**src/rtl/lsag_pkg.sv**
```systemverilog
package lsag_pkg;
  typedef enum logic [1:0] {
    FORM_D  = 2'd0,
    FORM_DS = 2'd1,
    FORM_DQ = 2'd2,
    FORM_X  = 2'd3
  } form_e;
endpackage

```
**src/rtl/lsag_base.sv**
```systemverilog
module lsag_base #(
  parameter int XLEN = 64,
  parameter int REGW = 5
) (
  input  logic            op_update,
  input  logic [REGW-1:0] ra_num,
  input  logic [XLEN-1:0] ra_val,
  output logic [XLEN-1:0] base,
  output logic            ra_is_zero
);
  always_comb begin
    ra_is_zero = (ra_num == '0);
    if (!op_update && ra_is_zero) base = '0;
    else                          base = ra_val;
  end
endmodule

```
**src/rtl/lsag_disp.sv**
```systemverilog
module lsag_disp
  import lsag_pkg::*;
#(
  parameter int XLEN  = 64,
  parameter int DISPW = 16,
  parameter int DS_ZB = 2,
  parameter int DQ_ZB = 4
) (
  input  form_e            form,
  input  logic [DISPW-1:0] disp_raw,
  input  logic [XLEN-1:0]  rb_val,
  output logic [XLEN-1:0]  offset
);
  localparam logic [DISPW-1:0] DS_MASK = ~((DISPW'(1) << DS_ZB) - DISPW'(1));
  localparam logic [DISPW-1:0] DQ_MASK = ~((DISPW'(1) << DQ_ZB) - DISPW'(1));

  logic [DISPW-1:0] field;

  always_comb begin
    unique case (form)
      FORM_DS: field = disp_raw & DS_MASK;
      FORM_DQ: field = disp_raw & DQ_MASK;
      default: field = disp_raw;
    endcase
    if (form == FORM_X) offset = rb_val;
    else                offset = {{(XLEN-DISPW){field[DISPW-1]}}, field};
  end
endmodule

```
**src/rtl/lsag_ostage.sv**
```systemverilog
module lsag_ostage #(
  parameter int XLEN = 64
) (
  input  logic            clk,
  input  logic            rst_n,
  input  logic            valid_i,
  input  logic [XLEN-1:0] ea_i,
  input  logic            we_i,
  input  logic            ill_i,
  output logic            valid_o,
  output logic [XLEN-1:0] ea_o,
  output logic            we_o,
  output logic            ill_o
);
  logic            valid_d, we_d, ill_d;
  logic [XLEN-1:0] ea_d;

  always_comb begin
    valid_d = valid_i;
    we_d    = valid_i & we_i;
    ill_d   = valid_i & ill_i;
    ea_d    = valid_i ? ea_i : ea_o;
  end

  always_ff @(posedge clk or negedge rst_n) begin
    if (!rst_n) begin
      valid_o <= 1'b0;
      we_o    <= 1'b0;
      ill_o   <= 1'b0;
    end else begin
      valid_o <= valid_d;
      we_o    <= we_d;
      ill_o   <= ill_d;
    end
  end

  always_ff @(posedge clk) begin
    if (valid_i) ea_o <= ea_d;
  end

  assert_valid_delay_R9: assert property (@(posedge clk) disable iff (!rst_n)
    1'b1 |=> (valid_o == $past(valid_i)));

  assert_ea_hold_R9: assert property (@(posedge clk) disable iff (!rst_n)
    !valid_i |=> $stable(ea_o));

  assert_flags_idle_R9: assert property (@(posedge clk) disable iff (!rst_n)
    !valid_i |=> (!we_o && !ill_o));
endmodule

```
**src/rtl/ls_ea_gen.sv**
```systemverilog
module ls_ea_gen
  import lsag_pkg::*;
#(
  parameter int XLEN       = 64,
  parameter int REGW       = 5,
  parameter int DISPW      = 16,
  parameter bit REGISTERED = 1'b1
) (
  input  logic             clk,
  input  logic             rst_n,
  input  logic             in_valid,
  input  logic [1:0]       op_form,
  input  logic             op_update,
  input  logic [REGW-1:0]  ra_num,
  input  logic [XLEN-1:0]  ra_val,
  input  logic [XLEN-1:0]  rb_val,
  input  logic [DISPW-1:0] disp_raw,
  output logic             out_valid,
  output logic [XLEN-1:0]  ea,
  output logic             ra_we,
  output logic [XLEN-1:0]  ra_wdata,
  output logic             illegal
);
  form_e           form;
  logic [XLEN-1:0] base, offset, ea_c;
  logic            ra_is_zero, we_c, ill_c;

  assign form = form_e'(op_form);

  lsag_base #(.XLEN(XLEN), .REGW(REGW)) u_base (
    .op_update (op_update),
    .ra_num    (ra_num),
    .ra_val    (ra_val),
    .base      (base),
    .ra_is_zero(ra_is_zero)
  );

  lsag_disp #(.XLEN(XLEN), .DISPW(DISPW)) u_disp (
    .form    (form),
    .disp_raw(disp_raw),
    .rb_val  (rb_val),
    .offset  (offset)
  );

  always_comb begin
    ea_c  = base + offset;
    we_c  = op_update & ~ra_is_zero;
    ill_c = op_update &  ra_is_zero;
  end

  generate
    if (REGISTERED) begin : g_reg
      lsag_ostage #(.XLEN(XLEN)) u_ostage (
        .clk    (clk),
        .rst_n  (rst_n),
        .valid_i(in_valid),
        .ea_i   (ea_c),
        .we_i   (we_c),
        .ill_i  (ill_c),
        .valid_o(out_valid),
        .ea_o   (ea),
        .we_o   (ra_we),
        .ill_o  (illegal)
      );
    end else begin : g_comb
      assign out_valid = in_valid;
      assign ea        = ea_c;
      assign ra_we     = in_valid & we_c;
      assign illegal   = in_valid & ill_c;
    end
  endgenerate

  assign ra_wdata = ea;

  always_comb begin
    if (rst_n) begin
      assert_no_we_when_illegal_R7: assert (!(we_c && ill_c));
      if (!op_update && ra_num == '0 && form == FORM_X)
        assert_zero_base_index_R5: assert (ea_c == rb_val);
      if (op_update && form == FORM_X)
        assert_update_base_R6: assert (ea_c == ra_val + rb_val);
    end
  end
endmodule

```
**config.mk**
```make
export PLATFORM = sky130hd
export DESIGN_NAME = ls_ea_gen
export DESIGN_NICKNAME = d
export VERILOG_FILES = /design/src/rtl/lsag_pkg.sv /design/src/rtl/lsag_base.sv /design/src/rtl/lsag_disp.sv /design/src/rtl/lsag_ostage.sv /design/src/rtl/ls_ea_gen.sv
export SDC_FILE = /design/constraint.sdc
export NUM_CORES = 1
export LEC_CHECK = 0
export ABC_CLOCK_PERIOD_IN_PS = 800
export BUFFER_PORTS_ARGS = -buffer_cell sky130_fd_sc_hd__buf_2
export CAP_MARGIN = 30
export CELL_PAD_IN_SITES_DETAIL_PLACEMENT = 1
export CELL_PAD_IN_SITES_GLOBAL_PLACEMENT = 1
export CORE_MARGIN = 2
export CORE_UTILIZATION = 30
export CTS_BUF_LIST = sky130_fd_sc_hd__clkbuf_4 sky130_fd_sc_hd__clkbuf_8
export CTS_CLUSTER_SIZE = 40
export DETAILED_ROUTE_END_ITERATION = 10
export PLACE_DENSITY = 0.72
export SYNTH_ARGS = -nofsm -noshare
export SYNTH_HDL_FRONTEND = slang
export SYNTH_SLANG_ARGS = --single-unit
```
**constraint.sdc**
```tcl
create_clock -name clk -period 0.8 [get_ports clk]
set_input_delay 0 -clock clk [delete_from_list [all_inputs] [get_ports clk]]
set_output_delay 0 -clock clk [all_outputs]
set_load 0.005 [all_outputs]
```
---- Yosys cells after proc, flatten, opt, wreduce, memory -nomap -nowiden ----
Index checks and enable logic that the tools add are counted.
storage, ports and cells
  word-level logic and storage cells ...... 19
  bits in registers ....................... 67
  input port bits ......................... 155
  output and inout bits ................... 131
operators by class
  add/sub/neg operators ................... 1
  equality and inequality tests ........... 3
  reduce and logical (&&, ||, !) cells .... 3
  bitwise operators ....................... 5
  mux-type cells .......................... 3
operators with widths
  operator                                                                count
  64-bit 2-to-1 mux                                                       2
  64-bit adder                                                            1
  4-bit case mux with 2 select lines                                      1
  5-bit zero test                                                         1
  1-bit AND                                                               4
  2-bit equality test (second input constant)                             2
  2-bit by 1-bit equality test with 1-bit output (second input constant)  1
  1-bit logical AND                                                       1
  1-bit zero test                                                         1
  1-bit NOT                                                               1

---- Logic depth before layout (Yosys ltp) ----
  word-level depth ........................ 4
  gate-level depth with buffers ........... 16
  gate-level depth less buffers ........... 15

---- By module ----
A second synthesis with hierarchy kept.
unflattened totals
  cell total of the unflattened synthesis .. 938
  area, all modules ....................... 7,714.9 um^2
by module, submodules not included
  module       cells an instance  times used  area each (um^2)  seq. area each (um^2)
  ls_ea_gen    654                1           4,454.3           0.0
  lsag_ostage  69                 1           2,009.4           1,996.9
  lsag_disp    135                1           680.7             0.0
  lsag_base    80                 1           570.5             0.0

---- Worst setup path after synthesis ----
No wires, ideal clock.
  path kind ............................... input port to flip-flop
  start ................................... input ra_num[0]
  end ..................................... register g_reg.u_ostage.ea_o[48], data pin
  arrival ................................. 3,838 ps
  stages on the path ...................... 15
  slack ................................... -3,304 ps
  path through ............................ or4_1 > nor3_1 > clkbuf_1 > nor2b_1 > ha_1 > fa_1 > a21oi_1 > o221ai_2 > a211oi_2 > nor3b_2 > o2111ai_2 > a21oi_2 > o31ai_4 > o21ai_2 > xor2_1
between the ends
  cells in the longest elaborated chain, start to end .. 4
ends and longest elaborated chain
  element               RTL line           text
  start, declared       ls_ea_gen.sv:14    input logic [REGW-1:0] ra_num,
  5-bit zero test       n/a
  1-bit logical AND     lsag_base.sv:13    if (!op_update && ra_is_zero) base = '0;
  64-bit 2-to-1 mux     lsag_base.sv:13
  64-bit adder          ls_ea_gen.sv:46    ea_c = base + offset;
  net ea_c[48]          ls_ea_gen.sv:25    logic [XLEN-1:0] base, offset, ea_c;
  end signal, assigned  lsag_ostage.sv:38  if (valid_i) ea_o <= ea_d;
  end, declared         lsag_ostage.sv:11  output logic [XLEN-1:0] ea_o,
The timed path passes the listed nets, and every way through them passes these cells.
A chain may end at the register's enable or synchronous reset.

---- Worst setup path after layout ----
  start ................................... input ra_num[0]
  end ..................................... register g_reg.u_ostage.ea_o[35], data pin
Same word-level chain as after synthesis.

==> metrics.md <==
| Metric | Value |
|---|---|
| I/O Pins | 286 |
| Layout Cell Area excl Fill | 0.0127 mm^2 |
| Post-synth EDFFs | 64 |
| Clock Sinks | 67 |
| Setup violations, final | 195 |
| Grt total ovfl | 0 |
| Avg Inst Size Synth | 8.17 um^2 |
| Initial antenna violation count | 1 |
| Util after Layout | 50.9% |
| Htree depth | 3 |
| Final Cycle Share | 417% |
| Clock power share | 14.0% |
| Std cell rows | 58 |
| Share of post-route cells with drive strength above 1 | 55.5% |
| Final estimated routing congestion in global placement | 0.932 |
| Logic pwr share | 59.1% |
| Post-CTS Hold Fix Bufs | 5 |
| Multi-input gate area | 0.00594 mm^2 |
| Post-Synth XOR/XNOR Area | 7.27% |
| Placed Area | 0.0109 mm^2 |
| Status | finished, violations left |
| DR iter-0 viols | 356 |
| Post-DP HPWL | 24.8 mm |
| RSZ-0062 raised after global routing | true |
| Worst Path Max Fanout | 7 |
| Clock period minus worst slack | 3340 ps |
| Core box area | 0.0250 mm^2 |
| Simple-gate portion of the synthesized area | 22.2% |
| Fmax | 0.300 GHz |
| Multiplexer share of the synthesized area | 1.63% |
| Leak | 6.05 nW |
| ANT cells | 0 |
| Syn Inst Count | 930 |
| Post-synthesis cell type count | 69 |
| Total track usage | 22.4% |
| Router iterations before antenna repair | 5 |
| DRC | 0 |
| Complex-gate fraction of the synthesized area | 21.0% |
| PortBufs | 285 |
| FF+latch count, synth | 67 |
| Main synth FF type | edfxtp_1 |
| Part of the Yosys area used for sequential elements | 26.3% |
| Sw frac | 39.3% |
| Largest area contributor in the netlist | edfxtp_1 |
| Internal power | 11.9 mW |
| Die area | 0.0266 mm^2 |
| Max-slew headroom | 54.6% |
| Final WL | 35.0 mm |
| Psw | 7.68 mW |
| Top-area cell type share of the netlist area | 25.3% |
| WP data arrival | 3470 ps |
| Syn. warnings | 0 |
| Longest Clk Path Bufs | 2 |
| Async SR Flop Fraction | 4.48% |
| Final slew viol count | 0 |
| CTS tree | done |
| Synth area leaders | edfxtp_1, ha_1, nand2_1 |
| Area Growth Syn to Fin | 67.8% |
| Tightest Hold Check Type | input port to flip-flop |
| Largest family of logic cells by synthesized area | simple AND/OR/NAND/NOR gates |
| Max-cap violations | 0 |
| Req. time, crit path | 940 ps |
| Die X | 163 um |
| PD cells | 1540 mW/mm^2 |
| Failing checks | setup timing |
| Number of buffers inserted during clock tree synthesis | 9 |
| Crit end category | flip-flop |
| Final nets | 1652 |
| Die Height | 163 um |
| Clock Root Buffer | clkbuf_8 |
| Routed length per placed instance | 19.8 um |
| Max IR drop VDD | 0.775 mV |
| Final worst setup slack | -2540 ps |
| Vias in the first global route | 8933 |
| Adder-cell area share of the yosys netlist | 11.0% |
| # fillers | 2997 |
| Post-Syn Nets | 1151 |
| Sequential power share | 26.9% |
| Setup_tns | -154050 ps |
| Slew @ Worst Pin | 675 ps |
| Hold Fails Final Rpt | 0 |
| Largest net degree at the start of global routing | 33 |
| FF+latch area | 0.00200 mm^2 |
| Pwr Total | 19.6 mW |
| Final ANT Viol Nets | 0 |
| Starting Density | 30.3% |
| Via Count | 8826 |
| Mapped cell area | 0.00759 mm^2 |
| Clock Pin Slew Worst Setup and Hold Paths | 80 ps |
| Crit Path Category | input port to flip-flop |
| CP Launch Type | input port |
| First-pass GRT wire length | 47.0 mm |
| Vias per Instance | 5.00 |
timing repair:
action                                 CTS  global route
resized for setup                       74           161
buffers inserted                        12            36
setup endpoints to repair              195           195
pin swaps                               19            64
gates cloned                             1             3
endpoints found under the hold margin    6             1
kinds of logic (layout without fill, tap and decap cells):
group                    count (synthesis)  in the layout
AND/OR/NAND/NOR                        350            350
AO/OA/AOI/OAI                          233            233
buffers and inverters                  140            646
flip-flops                              67             67
adder cells (fa/ha/maj)                 66             66
XOR/XNOR                                63             63
multiplexers                            11             11
metal layers:
layer | share of wire [%] | GRT usage [%]
met5 | 0 | 0
met2 | 52 | 40.1
met4 | 3.8 | 7.28
met3 | 4.2 | 2.89
met1 | 40 | 27.9
layout make-up:
type | instances | share of cell area (%)
clock buffer | 11 | 1.09
clock inverter | 5 | 0.236
inverter | 22 | 0.648
multi-input combinational | 723 | 46.6
sequential | 67 | 15.7
tap | 330 | 3.24
timing repair buffer | 608 | 32.5
path summary, 6_finish.rpt:
kind / from / endpoint / slack, ps / cells past startpoint
min: ra_num[0] / g_reg.u_ostage.ill_o / 4 / 4
max: ra_num[0] / g_reg.u_ostage.ea_o[35] / -2540 / 18
min in group asynchronous: rst_n / g_reg.u_ostage.we_o / 530 / 3
max in group asynchronous: rst_n / g_reg.u_ostage.valid_o / 130 / 3
power by group through the flow:
stage	Clock (mW)	Sequential (mW)	Combinational, mW
2_1_floorplan	0	5.28	5.00
3_3_place_gp	0	5.32	9.14
3_5_place_dp	0	5.35	9.36
4_1_cts	2.77	5.28	9.96
5_1_grt	2.90	5.34	12.4
6_report	2.74	5.27	11.6
Yosys cell counts, types with 9 or more instances:
library cell,n
nand4_1,22
xnor2_1,43
buf_2,16
a21oi_1,70
nor2b_1,70
buf_4,64
nand2_1,157
edfxtp_1,64
mux2_2,11
a31oi_1,9
ha_1,65
inv_1,22
o21ai_0,35
nor2_1,40
nand3_1,20
xor2_1,20
clkbuf_1,29
a21o_1,41
o21bai_1,14
state kept, by name (all words and copies together), names as in the netlist:
| register | flops |
|---|---|
| g_reg.u_ostage.ea_o | 64 |
| g_reg.u_ostage.ill_o | 1 |
| g_reg.u_ostage.valid_o | 1 |
| g_reg.u_ostage.we_o | 1 |
stage by stage:
step           worst slack (ps)  hold WS, ps  cells
2_1_floorplan             -2730         -296    930
3_3_place_gp              -3080         -202   1695
3_5_place_dp              -3140         -204   1695
4_1_cts                   -2390        -20.5   1729
5_1_grt                   -2720       0.0805   1766
6_report                  -2540         3.62   1766
worst max-delay path: stages:
cell	delay, ps
buf_6	90
or4_4	540
nor3_4	170
buf_6	180
clkbuf_16	180
nor2b_2	60
ha_4	310
buf_6	110
buf_4	90
nand4_1	260
nor4_4	360
o211ai_1	150
o211ai_1	150
a21oi_2	120
o21bai_1	220
a31oi_1	140
o21bai_1	220
xnor2_1	110
layout by cell type (no fill, tap or decap), types with 11 or more instances in the layout:
cell type	count
mux2_2	11
ha_1	43
a21oi_4	11
o21ai_0	16
nor2_1	27
nand3_1	14
xor2_1	16
ha_4	19
buf_6	24
a21oi_2	21
o21ai_1	14
a21o_1	41
inv_1	22
buf_4	283
nor2b_1	58
xnor2_1	33
nand4_1	22
buf_2	283
edfxtp_1	64
nand2_1	153
a21oi_1	41
Note: power is estimated with default switching activity, not from simulation.
